<file path="src/rtl/fanpwm_pkg.sv">
package fanpwm_pkg;
  localparam int DUTY_W = 8;
  localparam logic ADDR_CTRL = 1'b0;
  localparam logic ADDR_DUTY = 1'b1;

  typedef struct packed {
    logic [1:0] tmode;
    logic       csel;
    logic       pol;
    logic       prog;
  } fan_ctrl_t;

  localparam int CTRL_W = $bits(fan_ctrl_t);

  localparam fan_ctrl_t CTRL_RST = '{tmode: 2'b00, csel: 1'b0, pol: 1'b1, prog: 1'b0};
endpackage

</file>
<file path="src/rtl/fanpwm_regs.sv">
module fanpwm_regs
  import fanpwm_pkg::*;
#(
  parameter int DW = DUTY_W
) (
  input  logic          clk,
  input  logic          rst,
  input  logic          reg_wr,
  input  logic          reg_addr,
  input  logic [DW-1:0] reg_wdata,
  input  logic [DW-1:0] auto_duty,
  output fan_ctrl_t     ctrl,
  output logic [DW-1:0] man_duty,
  output logic [DW-1:0] sel_duty,
  output logic [DW-1:0] reg_rdata,
  output logic [1:0]    tach_eff
);
  localparam int PADW = DW - CTRL_W;

  fan_ctrl_t     ctrl_q;
  logic [DW-1:0] man_q;
  logic [DW-1:0] rd_next;

  always_ff @(posedge clk) begin
    if (rst) begin
      ctrl_q <= CTRL_RST;
      man_q  <= '0;
    end else if (reg_wr) begin
      if (reg_addr == ADDR_CTRL)
        ctrl_q <= fan_ctrl_t'(reg_wdata[CTRL_W-1:0]);
      else if (ctrl_q.prog)
        man_q <= reg_wdata;
    end
  end

  assign sel_duty = ctrl_q.prog ? man_q : auto_duty;

  always_comb begin
    if (reg_addr == ADDR_CTRL)
      rd_next = {{PADW{1'b0}}, ctrl_q};
    else
      rd_next = sel_duty;
  end

  always_ff @(posedge clk) begin
    if (rst) begin
      reg_rdata <= '0;
      tach_eff  <= 2'b00;
    end else begin
      reg_rdata <= rd_next;
      tach_eff  <= ctrl_q.csel ? ctrl_q.tmode : 2'b00;
    end
  end

  assign ctrl     = ctrl_q;
  assign man_duty = man_q;
endmodule

</file>
<file path="src/rtl/fanpwm_clkdiv.sv">
module fanpwm_clkdiv #(
  parameter int FAST_DIV = 2,
  parameter int SLOW_DIV = 5
) (
  input  logic clk,
  input  logic rst,
  input  logic slow_sel,
  output logic tick
);
  localparam int MAXDIV = (FAST_DIV > SLOW_DIV) ? FAST_DIV : SLOW_DIV;
  localparam int CNT_W  = (MAXDIV > 1) ? $clog2(MAXDIV) : 1;
  localparam logic [CNT_W-1:0] FAST_LIM = CNT_W'(FAST_DIV - 1);
  localparam logic [CNT_W-1:0] SLOW_LIM = CNT_W'(SLOW_DIV - 1);

  generate
    if (MAXDIV <= 1) begin : g_nodiv
      logic unused_in;
      assign unused_in = clk ^ rst ^ slow_sel;
      assign tick = 1'b1;
    end else begin : g_div
      logic [CNT_W-1:0] cnt;
      logic [CNT_W-1:0] lim;
      assign lim  = slow_sel ? SLOW_LIM : FAST_LIM;
      assign tick = (cnt >= lim);
      always_ff @(posedge clk) begin
        if (rst)       cnt <= '0;
        else if (tick) cnt <= '0;
        else           cnt <= cnt + 1'b1;
      end
    end
  endgenerate
endmodule

</file>
<file path="src/rtl/fanpwm_core.sv">
module fanpwm_core #(
  parameter int STEP_W = 6,
  parameter int DW     = 8
) (
  input  logic          clk,
  input  logic          rst,
  input  logic          tick,
  input  logic [DW-1:0] sel_duty,
  input  logic          pol,
  output logic [DW-1:0] act_duty,
  output logic          period_start,
  output logic          pull_low,
  output logic          level
);
  localparam int PADW = DW - STEP_W;
  localparam logic [STEP_W-1:0] LAST_STEP = {STEP_W{1'b1}};
  localparam logic [DW-1:0]     FULL_ON   = DW'((1 << STEP_W) - 1);

  logic [STEP_W-1:0] step;
  logic [DW-1:0]     act_q;
  logic              fan_on;
  logic              pull_next;

  assign period_start = tick && (step == LAST_STEP);

  always_ff @(posedge clk) begin
    if (rst) begin
      step  <= '0;
      act_q <= '0;
    end else if (tick) begin
      step <= step + 1'b1;
      if (period_start) act_q <= sel_duty;
    end
  end

  assign fan_on    = (act_q >= FULL_ON) || ({{PADW{1'b0}}, step} < act_q);
  assign pull_next = pol ? fan_on : ~fan_on;

  always_ff @(posedge clk) begin
    if (rst) begin
      pull_low <= 1'b0;
      level    <= 1'b1;
    end else begin
      pull_low <= pull_next;
      level    <= ~pull_next;
    end
  end

  assign act_duty = act_q;
endmodule

</file>
<file path="src/rtl/fanpwm_gen.sv">
module fanpwm_gen
  import fanpwm_pkg::*;
#(
  parameter int FAST_DIV = 2,
  parameter int SLOW_DIV = 5,
  parameter int STEP_W   = 6
) (
  input  logic              clk,
  input  logic              rst,
  input  logic              reg_wr,
  input  logic              reg_addr,
  input  logic [DUTY_W-1:0] reg_wdata,
  output logic [DUTY_W-1:0] reg_rdata,
  input  logic [DUTY_W-1:0] auto_duty,
  output logic              pin_pull_low,
  output logic              pin_level,
  output logic [1:0]        tach_mode_eff
);
  fan_ctrl_t         ctrl;
  logic [DUTY_W-1:0] man_duty;
  logic [DUTY_W-1:0] sel_duty;
  logic [DUTY_W-1:0] act_duty;
  logic              step_tick;
  logic              period_start;
  logic              ctrl_prog;
  logic              ctrl_pol;
  logic              ctrl_csel;

  assign ctrl_prog = ctrl.prog;
  assign ctrl_pol  = ctrl.pol;
  assign ctrl_csel = ctrl.csel;

  fanpwm_regs #(.DW(DUTY_W)) u_regs (
    .clk(clk), .rst(rst), .reg_wr(reg_wr), .reg_addr(reg_addr),
    .reg_wdata(reg_wdata), .auto_duty(auto_duty), .ctrl(ctrl),
    .man_duty(man_duty), .sel_duty(sel_duty), .reg_rdata(reg_rdata),
    .tach_eff(tach_mode_eff)
  );

  fanpwm_clkdiv #(.FAST_DIV(FAST_DIV), .SLOW_DIV(SLOW_DIV)) u_div (
    .clk(clk), .rst(rst), .slow_sel(ctrl_csel), .tick(step_tick)
  );

  fanpwm_core #(.STEP_W(STEP_W), .DW(DUTY_W)) u_core (
    .clk(clk), .rst(rst), .tick(step_tick), .sel_duty(sel_duty),
    .pol(ctrl_pol), .act_duty(act_duty), .period_start(period_start),
    .pull_low(pin_pull_low), .level(pin_level)
  );
endmodule

</file>
<file path="config.mk">
export PLATFORM = sky130hd
export DESIGN_NAME = fanpwm_gen
export DESIGN_NICKNAME = d
export VERILOG_FILES = /design/src/rtl/fanpwm_pkg.sv /design/src/rtl/fanpwm_regs.sv /design/src/rtl/fanpwm_clkdiv.sv /design/src/rtl/fanpwm_core.sv /design/src/rtl/fanpwm_gen.sv
export SDC_FILE = /design/constraint.sdc
export NUM_CORES = 1
export LEC_CHECK = 0
export ABC_AREA = 1
export BUFFER_PORTS_ARGS = -buffer_cell sky130_fd_sc_hd__buf_2
export CAP_MARGIN = 20
export CORE_MARGIN = 2
export CORE_UTILIZATION = 30
export CTS_CLUSTER_DIAMETER = 200
export DETAILED_ROUTE_END_ITERATION = 8
export SLEW_MARGIN = 20
export SYNTH_ARGS = -nofsm -noshare
export SYNTH_HDL_FRONTEND = slang
export SYNTH_SLANG_ARGS = --single-unit
</file>
<file path="constraint.sdc">
create_clock -name clk -period 3.25 [get_ports clk]
set_input_delay 0.325 -clock clk [delete_from_list [all_inputs] [get_ports clk]]
set_output_delay 0.325 -clock clk [all_outputs]
set_load 0.01 [all_outputs]
</file>
== Word-level counts from Yosys, hierarchy flattened ==
Index checks and enable logic that the tools add are counted.
Storage, ports and cells
  input bits: 20
  output and inout port bits: 12
  word-level logic and storage cells: 35
  register bits after elaboration: 42
Cells by class
  add/subtract/negate cells: 2
  bitwise operators: 4
  multiplexer cells: 4
  equality and inequality tests: 1
  order comparisons: 3
  reduce and logical (&&, ||, !) cells: 8
Operator list (number)
  $ge A8 B6 Y1 const B: 1
  $lt A6 B8 Y1: 1
  $mux W8: 1
  $add A6 B1 Y6 const B: 1
  $eq A6 B6 Y1 const B: 1
  $reduce_or A2 Y1: 3
  $mux W5: 1
  $not A1 Y1: 4
  $reduce_and A2 Y1: 2
  $add A3 B1 Y3 const B: 1
  $ge A3 B3 Y1: 1
  $mux W3: 1
  $reduce_and A3 Y1: 1
  $logic_and A1 B1 Y1: 1
  $logic_or A1 B1 Y1: 1
  $mux W1: 1

== Logic depth before layout (Yosys ltp) ==
  word-level depth: 5
  depth in mapped cells: 11
  gate-level depth less buffers: 11

== Modules after synthesis ==
From an unflattened synthesis, not the netlist that was laid out.
Second synthesis, totals
  cell total of the unflattened synthesis: 279
  area, all modules: 1975.6 um^2
Modules (own cells, without submodules)
  fanpwm_regs: cells each 150, area each 1016.0 um^2, times used 1
  fanpwm_core: cells each 108, area each 785.8 um^2, times used 1
  fanpwm_clkdiv: cells each 21, area each 173.9 um^2, times used 1

== Worst setup path before layout ==
Ideal clock, no wire load.
  kind: reg-to-reg
  from: register u_div.g_div.cnt[0]
  to: register u_core.step[3]
  arrival time: 1.352 ns
  clock period less this slack: 1.468 ns
  path slack: 1.782 ns
  required time: 3.134 ns
  buffers on the path: 1
  stages on the path, launching flop included: 8
  setup time: 0.116 ns
  cell sequence: dfxtp_1 inv_1 ha_1 o31ai_4 nand2_4 buf_6 a21oi_1 nor2_1
Between the ends
  cells in the longest elaborated chain, start to end: 1
RTL lines
  start: declaration: RTL line fanpwm_clkdiv.sv:21  | logic [CNT_W-1:0] cnt;
  start signal: assignment: RTL line fanpwm_clkdiv.sv:28  | else cnt <= cnt + 1'b1;
  $ge A3 B3 Y1: RTL line fanpwm_clkdiv.sv:24  | assign tick = (cnt >= lim);
  end signal: assignment: RTL line fanpwm_core.sv:31  | step <= step + 1'b1;
  end: declaration: RTL line fanpwm_core.sv:19  | logic [STEP_W-1:0] step;
Every way passes these cells.
A chain may end at the register's enable or synchronous reset.

== Final worst setup path ==
  from: register u_div.g_div.cnt[0]
  to: register u_core.step[0]
The elaborated chain is that of the path after synthesis.

==> impl_metrics.yaml <==
cells_and_area:
  utilization_pct: 35.8
  syn_to_final_growth_pct: 14.6
  drive_gt1_share_pct: 16.1
  nNetsFinal: 302
  fillers: 648
  stdcell_area_um2: 2130
  fin_cells: 348
  antenna_cells: 0
floorplanning:
  ioPinCount: 32
  rows: 28
  start_util_pct: 31.2
  fp.coreArea_um2: 5960
  die_x_um: 82.8
  die_area_um2: 6850
  die_h_um: 82.8
global_routing:
  grt_pass1_wl_um: 6080
  grt_usage_pct: 11.8
  grt_start_max_net_pins: 24
  first_global_vias: 1388
  antenna_found_initial: 0
  grt_overflow: 0
synth:
  yosys.area.top_type: "dfxtp_1"
  synth_cell_type_count: 25
  async_flop_share_pct: 0
  synth-main-ff-cell: "dfxtp_1"
  synthTopCellsByArea: "dfxtp_1 45%, a21oi_1 8.6%, nand2_1 8.3%"
  syn_area_per_cell_um2: 7.66
  syn_nets: 272
  synth.most_common_cell: "dfxtp_1"
  post_synth_inst_count: 243
  synth.top_cell.area_share_pct: 45.2
  netlist_area_um2: 1860
  ys_warn_count: 0
  yosysSeqAreaShare_pct: 45.2
  synth_edf_count: 0
  synth_common_cells: "42 x dfxtp_1, 41 x nand2_1, 37 x inv_1, 32 x a21oi_1, 22 x o21ai_0"
  synth-seq-cells: 42
clock_tree:
  cts.path.max_buffers: 2
  cts_tree: "built"
  cts_htree_levels: 2
  postCtsSetupBuffers: 0
  cts-buffers-inserted: 5
  root_buffer: "clkbuf_8"
  cts_hold_buf: 0
  post_cts_resized: 0
  clk_pin_slew_ps: 70
  cts.sinks: 42
  clkLatencyLatePin_ps: 290
routing:
  firstDrtPassIters: 4
  via_count: 1577
  wire_per_inst_um: 10.5
  final_antenna_net_count: 0
  avgViaCountPerCell: 4.53
  drt_iter0_markers: 80
  wirelength_um: 3640
  drc_errors: 0
pwr:
  p_int_uw: 778
  swShare_pct: 29.2
  sequentialPowerShare_pct: 52.2
  combPwrFrac_pct: 19.8
  leakage_nw: 0.938
  power.share.clock_pct: 28.0
  power.total_mw: 1.10
  power_density_nw_per_um2: 515
  peakVddDrop_uv: 260
  p_sw_uw: 320
sta:
  clock_skew_ps: 4.80
  fin_tns_setup_ps: 0
  period_share_pct: 48.9
  slew_headroom_pct: 56.5
  rsz0062_at_grt: "no"
  min_period_ps: 1590
  hold_viol: 0
  fmax_mhz: 630
  worstMarginPinSlew_ps: 652
  drv_slew: 0
  finalSetupViolCount: 0
worst_hold_path:
  holdCritStartpoint: "reg_wdata[5]"
  hold_class: "in2reg"
  holdPathStages: 3
  holdPathEnd: "u_regs.man_duty[5]$_SDFFE_PP0P_"
worst_setup_path:
  crit_required_ps: 3470
  worstRegToRegCells: 7
  end_kind: "flip-flop"
  worstSetupPathType: "reg2reg"
  critPathArrivalTime_ps: 1810
  r2r_slack_ps: 1660
  critPathMaxFanout: 19
  r2r_end: "u_core.step[0]$_SDFFE_PP0P_"
  r2r-start: "u_div.g_div.cnt[0]$_SDFF_PP0_"
  cp-start-kind: "flip-flop"
placed_design:
  placed_area_um2: 2060
  place.gp.congestion: 0.777
  dp_hpwl_um: 2750
  io_buffers: 31
  dp_cells: 341
job:
  drv_cap: 0
status:
  status: "finished clean"
-- cell usage in the layout, fill, tap and decap left out --
master	netlist	final
dfxtp_1	42	42
nand2_1	41	41
inv_1	37	37
a21oi_1	32	32
buf_2	1	31
o21ai_0	22	22
nor2_1	20	20
nand3_1	12	12
ha_1	9	9
o21ai_1	5	5
clkbuf_8	0	5
inv_2	2	2
xor2_1	2	2
clkbuf_1	4	2
o31ai_4	1	1
nand2_4	1	1
nand3_2	1	1
nor3_4	1	1
nand2_2	1	1
or2_2	1	1
a31oi_1	1	1
o211ai_1	1	1
xnor2_1	1	1
nor3_1	1	1
o22ai_1	1	1
-- layout make-up --
| cell class | count | area (um^2) | area share, % |
|---|---|---|---|
| Inverter | 39 | 146 | 6.87 |
| Clock buffer | 7 | 76.3 | 3.58 |
| Sequential cell | 42 | 841 | 39.4 |
| Timing Repair Buffer | 31 | 155 | 7.28 |
| Multi-Input combinational cell | 154 | 820 | 38.4 |
| Tap cell | 75 | 93.8 | 4.40 |
-- registers in the layout, summed over array words and instances, names as in the netlist --
register,count
u_core.act_duty,8
u_regs.man_duty,8
u_regs.reg_rdata,8
u_core.step,6
u_regs.ctrl,5
u_div.g_div.cnt,3
u_regs.tach_eff,2
u_core.level,1
u_core.pull_low,1
-- worst max path at each step --
stage | slack (ps) | end | cells past startpoint | startpoint
after floorplan | 1780 | u_core.step[3]$_SDFFE_PP0P_ | 7 | u_div.g_div.cnt[0]$_SDFF_PP0_
after global placement | 1720 | u_core.step[0]$_SDFFE_PP0P_ | 7 | u_div.g_div.cnt[0]$_SDFF_PP0_
after detailed placement | 1660 | u_core.step[0]$_SDFFE_PP0P_ | 7 | u_div.g_div.cnt[0]$_SDFF_PP0_
after CTS | 1650 | u_core.step[0]$_SDFFE_PP0P_ | 7 | u_div.g_div.cnt[0]$_SDFF_PP0_
after global routing | 1540 | u_div.g_div.cnt[0]$_SDFF_PP0_ | 7 | u_div.g_div.cnt[0]$_SDFF_PP0_
final | 1660 | u_core.step[0]$_SDFFE_PP0P_ | 7 | u_div.g_div.cnt[0]$_SDFF_PP0_
-- layer usage --
metal / wire length, um / track usage (%) / vias up
met2: 1650 / 18.5 / 31
met3: 174 / 3.48 / 4
met4: 40 / 4.59 / 0
li1: - / - / 842
met5: 0 / 0 / -
met1: 1780 / 15.4 / 700
-- stage by stage --
stage / worst slack (ps) / hold WS (ps)
2_1_floorplan: 1780 / 417
6_report: 1660 / 315
3_5_place_dp: 1660 / 442
4_1_cts: 1650 / 306
3_3_place_gp: 1720 / 432
5_1_grt: 1540 / 324
-- cells by family (layout without fill, tap and decap cells) --
group,after synthesis,count (layout),synth area share (%)
fa+ha+maj,9,9,6.05
buf+inv,47,77,10.8
flops,42,42,45.2
compound gates,63,63,18.1
simple gates,79,79,18.5
xor+xnor,3,3,1.41
-- critical path: stages, from the launching register on --
cell and delay, ps:
dfxtp_1 360, inv_1 50, ha_1 320, o31ai_4 260, nand2_4 180, inv_2 140
o21ai_0 80, a21oi_1 140
-- power by group through the flow --
stage | Combinational (mW) | Sequential [mW] | Clock [mW]
2_1_floorplan | 0.169 | 0.589 | 0
3_3_place_gp | 0.217 | 0.586 | 0
3_5_place_dp | 0.221 | 0.586 | 0
4_1_cts | 0.221 | 0.574 | 0.321
5_1_grt | 0.251 | 0.578 | 0.348
6_report | 0.217 | 0.573 | 0.307
Power figures use the tool's default switching activity.
